<file path="src/rtl/pfc_pkg.sv">
`timescale 1ns/1ps
package pfc_pkg;
  // control window offsets
  localparam int OFF_ENABLE = 'h00;
  localparam int OFF_BUFA   = 'h0C;
  localparam int OFF_BUFB   = 'h10;
  localparam int OFF_SIZE   = 'h14;
  localparam int OFF_SRST   = 'h18;
  localparam int OFF_ERR    = 'h1C;
  localparam int OFF_VER    = 'h34;
  // interrupt window offsets
  localparam int IOFF_MASK  = 'h8;
  localparam int IOFF_STAT  = 'hC;

  localparam logic [31:0] ID_WORD = 32'hC0FB_0001;

  localparam int NIRQ    = 4;
  localparam int IRQ_A   = 0;
  localparam int IRQ_B   = 1;
  localparam int IRQ_ERR = 3;

  localparam int ERR_W     = 2;
  localparam int ERR_OVF   = 0;
  localparam int ERR_TRUNC = 1;

  typedef struct packed {
    logic done_a;
    logic done_b;
    logic ovf;
    logic trunc;
  } pfc_evt_t;
endpackage

</file>
<file path="src/rtl/pfc_regs.sv">
`timescale 1ns/1ps
module pfc_regs
  import pfc_pkg::*;
#(
  parameter int AW = 6,
  parameter int RW = 32
) (
  input  logic             clk,
  input  logic             rst_n,
  input  logic             we,
  input  logic [AW-1:0]    addr,
  input  logic [RW-1:0]    wdata,
  output logic [RW-1:0]    rdata,
  input  logic [ERR_W-1:0] err_set,
  output logic             enable,
  output logic [RW-1:0]    buf_a,
  output logic [RW-1:0]    buf_b,
  output logic [RW-1:0]    size,
  output logic             sreset
);
  logic             en_q, en_n;
  logic [RW-1:0]    a_q, a_n, b_q, b_n, sz_q, sz_n;
  logic [ERR_W-1:0] err_q, err_n;

  assign sreset = we && (addr == AW'(OFF_SRST)) && wdata[0];

  always_comb begin
    en_n  = en_q;
    a_n   = a_q;
    b_n   = b_q;
    sz_n  = sz_q;
    err_n = err_q;
    if (we) begin
      case (addr)
        AW'(OFF_ENABLE): en_n  = wdata[0];
        AW'(OFF_BUFA):   a_n   = wdata;
        AW'(OFF_BUFB):   b_n   = wdata;
        AW'(OFF_SIZE):   sz_n  = wdata;
        AW'(OFF_ERR):    err_n = err_q & ~wdata[ERR_W-1:0];
        default: ;
      endcase
    end
    err_n = err_n | err_set;
    if (sreset) err_n = '0;
  end

  always_ff @(posedge clk or negedge rst_n) begin
    if (!rst_n) begin
      en_q  <= 1'b0;
      a_q   <= '0;
      b_q   <= '0;
      sz_q  <= '0;
      err_q <= '0;
    end else begin
      en_q  <= en_n;
      a_q   <= a_n;
      b_q   <= b_n;
      sz_q  <= sz_n;
      err_q <= err_n;
    end
  end

  always_comb begin
    case (addr)
      AW'(OFF_ENABLE): rdata = RW'(en_q);
      AW'(OFF_BUFA):   rdata = a_q;
      AW'(OFF_BUFB):   rdata = b_q;
      AW'(OFF_SIZE):   rdata = sz_q;
      AW'(OFF_ERR):    rdata = RW'(err_q);
      AW'(OFF_VER):    rdata = RW'(ID_WORD);
      default:         rdata = '0;
    endcase
  end

  assign enable = en_q;
  assign buf_a  = a_q;
  assign buf_b  = b_q;
  assign size   = sz_q;
endmodule

</file>
<file path="src/rtl/pfc_irq.sv">
`timescale 1ns/1ps
module pfc_irq
  import pfc_pkg::*;
#(
  parameter int AW = 4,
  parameter int NB = NIRQ,
  parameter int RW = 32
) (
  input  logic          clk,
  input  logic          rst_n,
  input  logic          we,
  input  logic [AW-1:0] addr,
  input  logic [NB-1:0] wdata,
  output logic [RW-1:0] rdata,
  input  logic [NB-1:0] set_vec,
  input  logic          sreset,
  output logic          irq
);
  logic [NB-1:0] stat_q, stat_n, mask_q, mask_n;
  logic          clr_hit, mask_hit;

  assign clr_hit  = we && (addr == AW'(IOFF_STAT));
  assign mask_hit = we && (addr == AW'(IOFF_MASK));

  for (genvar g = 0; g < NB; g++) begin : g_bit
    assign stat_n[g] = sreset ? 1'b0
                     : (set_vec[g] | (stat_q[g] & ~(clr_hit & wdata[g])));
  end

  assign mask_n = mask_hit ? wdata : mask_q;

  always_ff @(posedge clk or negedge rst_n) begin
    if (!rst_n) begin
      stat_q <= '0;
      mask_q <= '0;
    end else begin
      stat_q <= stat_n;
      mask_q <= mask_n;
    end
  end

  always_comb begin
    case (addr)
      AW'(IOFF_MASK): rdata = RW'(mask_q);
      AW'(IOFF_STAT): rdata = RW'(stat_q);
      default:        rdata = '0;
    endcase
  end

  assign irq = |(stat_q & mask_q);
endmodule

</file>
<file path="src/rtl/pfc_engine.sv">
`timescale 1ns/1ps
module pfc_engine
  import pfc_pkg::*;
#(
  parameter int DATA_W = 32,
  parameter int ADDR_W = 32,
  parameter int CNT_W  = 32
) (
  input  logic              clk,
  input  logic              rst_n,
  input  logic              enable,
  input  logic              sreset,
  input  logic [ADDR_W-1:0] buf_a,
  input  logic [ADDR_W-1:0] buf_b,
  input  logic [CNT_W-1:0]  size,
  input  logic              pix_valid,
  output logic              pix_ready,
  input  logic [DATA_W-1:0] pix_data,
  input  logic              pix_sof,
  input  logic              pix_eof,
  output logic              mem_valid,
  input  logic              mem_ready,
  output logic [ADDR_W-1:0] mem_addr,
  output logic [DATA_W-1:0] mem_data,
  output pfc_evt_t          evt
);
  localparam int BPW = DATA_W / 8;
  localparam logic [CNT_W:0] STEP = (CNT_W + 1)'(BPW);

  logic              act_q, act_n, sel_q, sel_n, ovf_q, ovf_n;
  logic [ADDR_W-1:0] base_q, base_n, ma_q, ma_n;
  logic [CNT_W-1:0]  cnt_q, cnt_n;
  logic [DATA_W-1:0] md_q, md_n;
  logic              mv_q, mv_n, accept, load;

  assign pix_ready = ~mv_q | mem_ready;
  assign accept    = pix_valid & pix_ready;

  always_comb begin
    act_n  = act_q;
    sel_n  = sel_q;
    ovf_n  = ovf_q;
    base_n = base_q;
    cnt_n  = cnt_q;
    mv_n   = mv_q & ~mem_ready;
    ma_n   = ma_q;
    md_n   = md_q;
    load   = 1'b0;
    evt    = '0;
    if (accept) begin
      if (pix_sof) begin
        evt.trunc = act_q;
        act_n     = enable;
        base_n    = sel_q ? buf_b : buf_a;
        cnt_n     = '0;
        ovf_n     = 1'b0;
      end
      if (act_n) begin
        if (({1'b0, cnt_n} + STEP) <= {1'b0, size}) begin
          load  = 1'b1;
          mv_n  = 1'b1;
          ma_n  = base_n + ADDR_W'(cnt_n);
          md_n  = pix_data;
          cnt_n = cnt_n + CNT_W'(BPW);
        end else begin
          ovf_n = 1'b1;
        end
        if (pix_eof) begin
          evt.done_a = ~sel_q;
          evt.done_b = sel_q;
          evt.ovf    = ovf_n;
          sel_n      = ~sel_q;
          act_n      = 1'b0;
        end
      end
    end
    if (!enable && !act_n) sel_n = 1'b0;
    if (sreset) begin
      act_n = 1'b0;
      sel_n = 1'b0;
      ovf_n = 1'b0;
      mv_n  = mv_q & ~mem_ready;
      load  = 1'b0;
      evt   = '0;
    end
  end

  always_ff @(posedge clk or negedge rst_n) begin
    if (!rst_n) begin
      act_n_reset: begin
        act_q  <= 1'b0;
        sel_q  <= 1'b0;
        ovf_q  <= 1'b0;
        mv_q   <= 1'b0;
        base_q <= '0;
        cnt_q  <= '0;
        ma_q   <= '0;
        md_q   <= '0;
      end
    end else begin
      act_q  <= act_n;
      sel_q  <= sel_n;
      ovf_q  <= ovf_n;
      mv_q   <= mv_n;
      base_q <= base_n;
      cnt_q  <= cnt_n;
      if (load) begin
        ma_q <= ma_n;
        md_q <= md_n;
      end
    end
  end

  assign mem_valid = mv_q;
  assign mem_addr  = ma_q;
  assign mem_data  = md_q;
endmodule

</file>
<file path="src/rtl/pp_frame_capture.sv">
`timescale 1ns/1ps
module pp_frame_capture
  import pfc_pkg::*;
#(
  parameter int DATA_W = 32,
  parameter int ADDR_W = 32,
  parameter int CFG_AW = 6,
  parameter int IRQ_AW = 4
) (
  input  logic              clk,
  input  logic              rst_n,
  input  logic              cfg_we,
  input  logic [CFG_AW-1:0] cfg_addr,
  input  logic [31:0]       cfg_wdata,
  output logic [31:0]       cfg_rdata,
  input  logic              irq_we,
  input  logic [IRQ_AW-1:0] irq_addr,
  input  logic [NIRQ-1:0]   irq_wdata,
  output logic [31:0]       irq_rdata,
  output logic              irq,
  input  logic              pix_valid,
  output logic              pix_ready,
  input  logic [DATA_W-1:0] pix_data,
  input  logic              pix_sof,
  input  logic              pix_eof,
  output logic              mem_valid,
  input  logic              mem_ready,
  output logic [ADDR_W-1:0] mem_addr,
  output logic [DATA_W-1:0] mem_data
);
  localparam int RW = 32;

  logic             rst_meta, rst_sync_n;
  logic             enable, soft_rst;
  logic [RW-1:0]    buf_a, buf_b, size;
  pfc_evt_t         evt;
  logic [NIRQ-1:0]  set_vec;
  logic [ERR_W-1:0] err_set;

  always_ff @(posedge clk or negedge rst_n) begin
    if (!rst_n) begin
      rst_meta   <= 1'b0;
      rst_sync_n <= 1'b0;
    end else begin
      rst_meta   <= 1'b1;
      rst_sync_n <= rst_meta;
    end
  end

  always_comb begin
    set_vec          = '0;
    set_vec[IRQ_A]   = evt.done_a;
    set_vec[IRQ_B]   = evt.done_b;
    set_vec[IRQ_ERR] = evt.ovf | evt.trunc;
    err_set            = '0;
    err_set[ERR_OVF]   = evt.ovf;
    err_set[ERR_TRUNC] = evt.trunc;
  end

  pfc_regs #(.AW(CFG_AW), .RW(RW)) u_regs (
    .clk(clk), .rst_n(rst_sync_n), .we(cfg_we), .addr(cfg_addr),
    .wdata(cfg_wdata), .rdata(cfg_rdata), .err_set(err_set),
    .enable(enable), .buf_a(buf_a), .buf_b(buf_b), .size(size),
    .sreset(soft_rst)
  );

  pfc_irq #(.AW(IRQ_AW), .NB(NIRQ), .RW(RW)) u_irq (
    .clk(clk), .rst_n(rst_sync_n), .we(irq_we), .addr(irq_addr),
    .wdata(irq_wdata), .rdata(irq_rdata), .set_vec(set_vec),
    .sreset(soft_rst), .irq(irq)
  );

  pfc_engine #(.DATA_W(DATA_W), .ADDR_W(ADDR_W), .CNT_W(RW)) u_engine (
    .clk(clk), .rst_n(rst_sync_n), .enable(enable), .sreset(soft_rst),
    .buf_a(buf_a[ADDR_W-1:0]), .buf_b(buf_b[ADDR_W-1:0]), .size(size),
    .pix_valid(pix_valid), .pix_ready(pix_ready), .pix_data(pix_data),
    .pix_sof(pix_sof), .pix_eof(pix_eof), .mem_valid(mem_valid),
    .mem_ready(mem_ready), .mem_addr(mem_addr), .mem_data(mem_data),
    .evt(evt)
  );
endmodule

</file>
<file path="config.mk">
export PLATFORM = sky130hd
export DESIGN_NAME = pp_frame_capture
export DESIGN_NICKNAME = d
export VERILOG_FILES = /design/src/rtl/pfc_pkg.sv /design/src/rtl/pfc_regs.sv /design/src/rtl/pfc_irq.sv /design/src/rtl/pfc_engine.sv /design/src/rtl/pp_frame_capture.sv
export SDC_FILE = /design/constraint.sdc
export NUM_CORES = 1
export LEC_CHECK = 0
export BUFFER_PORTS_ARGS = -buffer_cell sky130_fd_sc_hd__buf_2
export CAP_MARGIN = 20
export CORE_UTILIZATION = 40
export DETAILED_ROUTE_END_ITERATION = 8
export GPL_ROUTABILITY_DRIVEN = 0
export GPL_TIMING_DRIVEN = 0
export PLACE_DENSITY = 0.64
export SYNTH_ARGS = -nofsm -noshare
export SYNTH_HDL_FRONTEND = slang
export SYNTH_SLANG_ARGS = --single-unit
</file>
<file path="constraint.sdc">
create_clock -name clk -period 8.9 [get_ports clk]
set_clock_uncertainty 0.2 [all_clocks]
set_input_delay 1.78 -clock clk [delete_from_list [all_inputs] [get_ports clk]]
set_output_delay 1.78 -clock clk [all_outputs]
set_load 0.02 [all_outputs]
</file>
Yosys cells after proc, flatten, opt, wreduce, memory -nomap -nowiden. Cells that the tools add are included.

Bits in registers: 241. Latch bits: 0. RAM bits: 0. Memory bits (read-only): 0. Output and inout port bits: 131. Word-level logic and storage cells: 119. Memories kept: 0.

Add/subtract/negate cells: 3. Multiply operators: 0. Div/mod/pow operators: 0. Order comparisons: 1. Eq/ne operators: 8. Shift operators: 0. Multiplexer cells: 45. Bitwise operators: 26. Reductions and logical operators: 19.

Operators with widths (count): $mux W32 (7); $pmux W32 S6 (1); $add A32 B3 Y33 const B (1); $le A33 B32 Y1 (1); $add A32 B3 Y32 const B (1); $add A32 B32 Y32 (1); $mux W1 (29); $eq A6 B5 Y1 const B (4); $and A1 B1 Y1 (10); $reduce_bool A3 Y1 (3); $eq A4 B4 Y1 const B (2); $mux W4 (2); $pmux W4 S2 (1); $reduce_and A2 Y1 (4); $not A1 Y1 (7); $eq A6 B4 Y1 const B (1); $eq A6 B6 Y1 const B (1); $logic_not A6 Y1 (1); $mux W2 (3); $mux W3 (2); $logic_and A1 B1 Y1 (5); $or A1 B1 Y1 (5); $and A4 B4 Y4 (1); $reduce_and A4 Y1 (1); other kinds (7) (8).

Longest topological paths before layout.
Depth in word-level cells: 14. Depth in mapped cells: 26. Mapped depth without buffers: 20.

By module. Synthesis repeated with hierarchy kept, for this count alone.

Cell total of the unflattened synthesis: 1417. Area total of the unflattened synthesis: 14576.5 µm².

Modules (own cells, without submodules): pfc_engine (instances 1, cells each 1024, area each 9141.3 µm², sequential area each 3303.2 µm²); pfc_regs (instances 1, cells each 316, area each 4710.8 µm², sequential area each 2477.4 µm²); pfc_irq (instances 1, cells each 72, area each 660.6 µm², sequential area each 200.2 µm²); pp_frame_capture (instances 1, cells each 5, area each 63.8 µm², sequential area each 50.0 µm²).

Least setup slack after synthesis. Ideal clock, no wire load.

Kind: input-to-reg. Start point: input pix_sof. End point: register u_engine.ma_q[0], in the netlist u_engine.mem_addr[0]. Setup time: 0.125 ns. Arrival time: 6.642 ns. Data required time: 8.575 ns. Setup slack: 1.934 ns. Cell stages on the path: 25. Buffers on the path: 6. Cell sequence: buf_2 -> inv_1 -> clkbuf_1 -> buf_1 -> nand2_1 -> inv_1 -> ha_1 -> and4_1 -> nor2b_1 -> nand3_1 -> nor2_1 -> nand3_1 -> or4_1 -> xnor2_1 -> ha_1 -> nand4_1 -> nor4_1 -> o22a_1 -> a21oi_2 -> o21ai_2 -> or2_1 -> buf_2 -> buf_6 -> buf_6 -> mux2_2.

Word-level cells in the longest chain between the ends: 9.

RTL lines: start: declaration (RTL line pp_frame_capture.sv:24) `input logic pix_sof,`; $mux W32 (RTL line pfc_engine.sv:51) `if (pix_sof) begin`; $mux W32 (RTL line pfc_engine.sv:50) `if (accept) begin`; $add A32 B3 Y33 (RTL line pfc_engine.sv:59) `if (({1'b0, cnt_n} + STEP) <= {1'b0, size}) begin`; $le A33 B32 Y1 (RTL line pfc_engine.sv:59); $mux W1 (RTL line pfc_engine.sv:59); $mux W1 (RTL line pfc_engine.sv:58) `if (act_n) begin`; $mux W1 (RTL line pfc_engine.sv:50); $mux W1 (RTL line pfc_engine.sv:78) `if (sreset) begin`; $reduce_and A4 Y1 (no source line); end signal: assignment (RTL line pfc_engine.sv:108) `ma_q <= ma_n;`; end: declaration (RTL line pfc_engine.sv:31) `logic [ADDR_W-1:0] base_q, base_n, ma_q, ma_n;`.

Parallel ways exist; a longest one is shown, timed or not. The select of a mux whose other input is x is not followed. A chain may end at the register's enable or synchronous reset.

Worst setup path in the final report.
Start point: input pix_sof. End point: register u_engine.md_q[31], in the netlist u_engine.mem_data[31].

Word-level cells in the longest chain between the ends: 9.

RTL lines: $mux W32 (RTL line pfc_engine.sv:51); $mux W32 (RTL line pfc_engine.sv:50); $add A32 B3 Y33 (RTL line pfc_engine.sv:59); $le A33 B32 Y1 (RTL line pfc_engine.sv:59); $mux W1 (RTL line pfc_engine.sv:59); $mux W1 (RTL line pfc_engine.sv:58); $mux W1 (RTL line pfc_engine.sv:50); $mux W1 (RTL line pfc_engine.sv:78); $reduce_and A4 Y1 (no source line) (*); end signal: assignment (RTL line pfc_engine.sv:109) `md_q <= md_n;`; end: declaration (RTL line pfc_engine.sv:33) `logic [DATA_W-1:0] md_q, md_n;`.

Mark *: on every way between the ends. The rest lies on a longest branch, timed or not. The select of a mux whose other input is x is not followed.

==> run summary <==
CTS tree - yes
Sequential area share after synthesis - 0.434
Horiz. Die Dim - 188 um
Sink Count - 241
Status - finished, final reports clean
Hold buffers post-CTS - 0
Core Region - 0.0339 mm2
Post-Syn Instances - 1409
Req. time, crit path - 9130 ps
Longest Clk Path Bufs - 3
Layout filler cell count - 3243
Final WL - 39.3 mm
RSZ-0062 raised after global routing - false
Grt total ovfl - 0
Syn Area/Cell - 9.87 um2
Vias - 11500
TritonRoute pass-1 iters - 6
Critical path class - input pin to flop
Worst R2R Path Depth - 21
Initial antenna violation count - 0
#FFs+latches synth - 241
Period utilization - 0.949
Fin. max-slew vios - 0
Setup bufs post-CTS - 0
Asr flop ratio synth - 1.00
Top post-synthesis cells by area - dfrtp_1, mux2_2, ha_1
Post-synth top area share - 0.434
Top_reg_cell synth - dfrtp_1
CP dominant cell by count - buf_2
H-tree depth - 1
Worst VDD drop - 0.000155 V
Initial Utilization - 0.411
Area of the multi-input gates - 0.00720 mm2
Tmin final - 8450 ps
CTS Buf Count - 28
Final hold vios - 0
Cell Pwr Density - 215 mW/mm2
DPL Wire Length - 30.2 mm
Mapped cell area - 0.0139 mm2
PortBufs - 187
Final hold slack - 123 ps
Placed inst area - 0.0156 mm2
Ports - 217
# setup viols final - 0
Final worst slack - 453 ps
Power Total - 3.56 mW
CP Data Arrival Time - 8680 ps
Setup TNS - 0 ps
Pre-CTS setup slack - -2.78 ps
Nature of the critical path startpoint - input pin
CP peak stage delay - 580 ps
First-pass GRT wire length - 61.2 mm
EDFF count, synth - 0
Share of layout cells above drive strength 1 - 0.254
Most frequent cell after synthesis - dfrtp_1
Post-CTS Resized - 0
Crit. End Element - flop
CTS root buffer - clkbuf_16
Wire length per cell - 18.5 um
Die height - 188 um
Synth area leader - dfrtp_1
Pin count of the biggest net entering global routing - 71
FF/Latch Area - 0.00603 mm2
Iter 0 DRT Violations - 956
Fmax - 118 MHz
Antenna viol nets, final - 0
Slew of the pin with the lowest slew margin - 877 ps
Number of global-route vias before repair - 11000
Unique masters post-synth - 67
Fin area - 0.0166 mm2
Synth top cells by count - dfrtp_1, nand2_1, mux2_2
Synthesis-to-finish area growth - 19.1%
GRT Overall Usage - 0.218
Diodes inserted - 0
Via/cell ratio - 5.43
Hold Path Class - flop to asynchronous set/reset pin
Slowest cell on crit path - or4_1
Relative slew margins - 0.416
Fin nets - 1808
Max Cap Viol - 0
Crit-path max FO - 10
P_leak - 8.07 nW
Synthesis Warnings - 0
Later-pin clock latency in the skew report - 570 ps
Die area - 0.0355 mm2
Drt drc - 0
Num rows - 67
Reg clk slew, reported paths - 60 ps
power breakdown:
part	switching, mW	internal, mW
logic	0.548	0.355
clock network	0.464	0.732
registers	0.134	1.33
total	1.15	2.42
layout by cell type (no fill, tap or decap), types with 64 or more instances in the layout:
cell type | netlist | routed
inv_1 | 69 | 69
ha_1 | 64 | 64
mux2_2 | 135 | 135
a21oi_1 | 84 | 84
nand2_1 | 140 | 140
o21ai_0 | 120 | 120
nor2_1 | 73 | 73
buf_2 | 14 | 201
dfrtp_1 | 241 | 240
cell type report:
class                           count  area share
Multi-Input combinational cell   1024       0.435
Sequential cell                   241       0.364
Timing Repair Buffer              191      0.0619
Clock buffer                       38      0.0476
Tap cell                          448      0.0338
Buffer                            101      0.0316
Inverter                           70      0.0159
Clock inverter                      9      0.0104
kinds of logic after synthesis:
kind of cell | count (synthesis) | synth area share
xor gates and xnor gates | 55 | 0.0346
other | 2 | 0.000540
buffers and inverters | 171 | 0.0566
DFF | 241 | 0.434
and+or+nand+nor | 355 | 0.121
AOI/OAI and AO/OA | 347 | 0.158
adders and majority gates | 65 | 0.0590
muxes | 173 | 0.137
flip-flops by register name (all words and copies together), names as in the netlist:
register	count
u_engine.base_q	32
u_engine.cnt_q	32
u_engine.mem_addr	32
u_engine.mem_data	32
u_regs.buf_a	32
u_regs.buf_b	32
u_regs.size	32
u_irq.mask_q	4
u_irq.stat_q	4
u_regs.err_q	2
rst_meta	1
rst_sync_n	1
u_engine.act_q	1
u_engine.mem_valid	1
u_engine.ovf_q	1
u_engine.sel_q	1
u_regs.enable	1
through the flow:
stage                      util  cells
after global routing      0.489   2122
final                     0.489   2122
after global placement    0.458   2071
after floorplan               -   1436
after CTS                 0.489   2122
after detailed placement  0.461   2075
worst max-delay path, delay by kind of cell:
| kind | cells | cell delay [ps] |
|---|---|---|
| muxes | 1 | 340 |
| AOI/OAI and AO/OA | 3 | 720 |
| xor gates and xnor gates | 1 | 200 |
| adders and majority gates | 2 | 580 |
| and+or+nand+nor | 10 | 2840 |
| buffers and inverters | 9 | 2190 |
per-layer routing:
metal  track usage  vias to the layer above  wire length [um]
li1              -                     5483                 -
met1         0.319                     5497             18600
met2         0.341                      487             17300
met3        0.0274                       63              2580
met4        0.0552                        0               888
met5             0                        -                 0
path summary, 6_finish.rpt:
path,slack [ps],endpoint,start
min in group clk,160,rst_sync_n,rst_meta
hold reg to reg,120,u_regs.buf_a[4],rst_sync_n
setup reg to reg,2980,u_engine.mem_data[31],u_engine.cnt_q[2]
setup / recovery,450,u_engine.mem_data[31],pix_sof
hold / removal,120,u_regs.buf_a[4],rst_sync_n
max in group asynchronous,7240,u_engine.mem_data[13],rst_sync_n
Power figures use the tool's default switching activity.
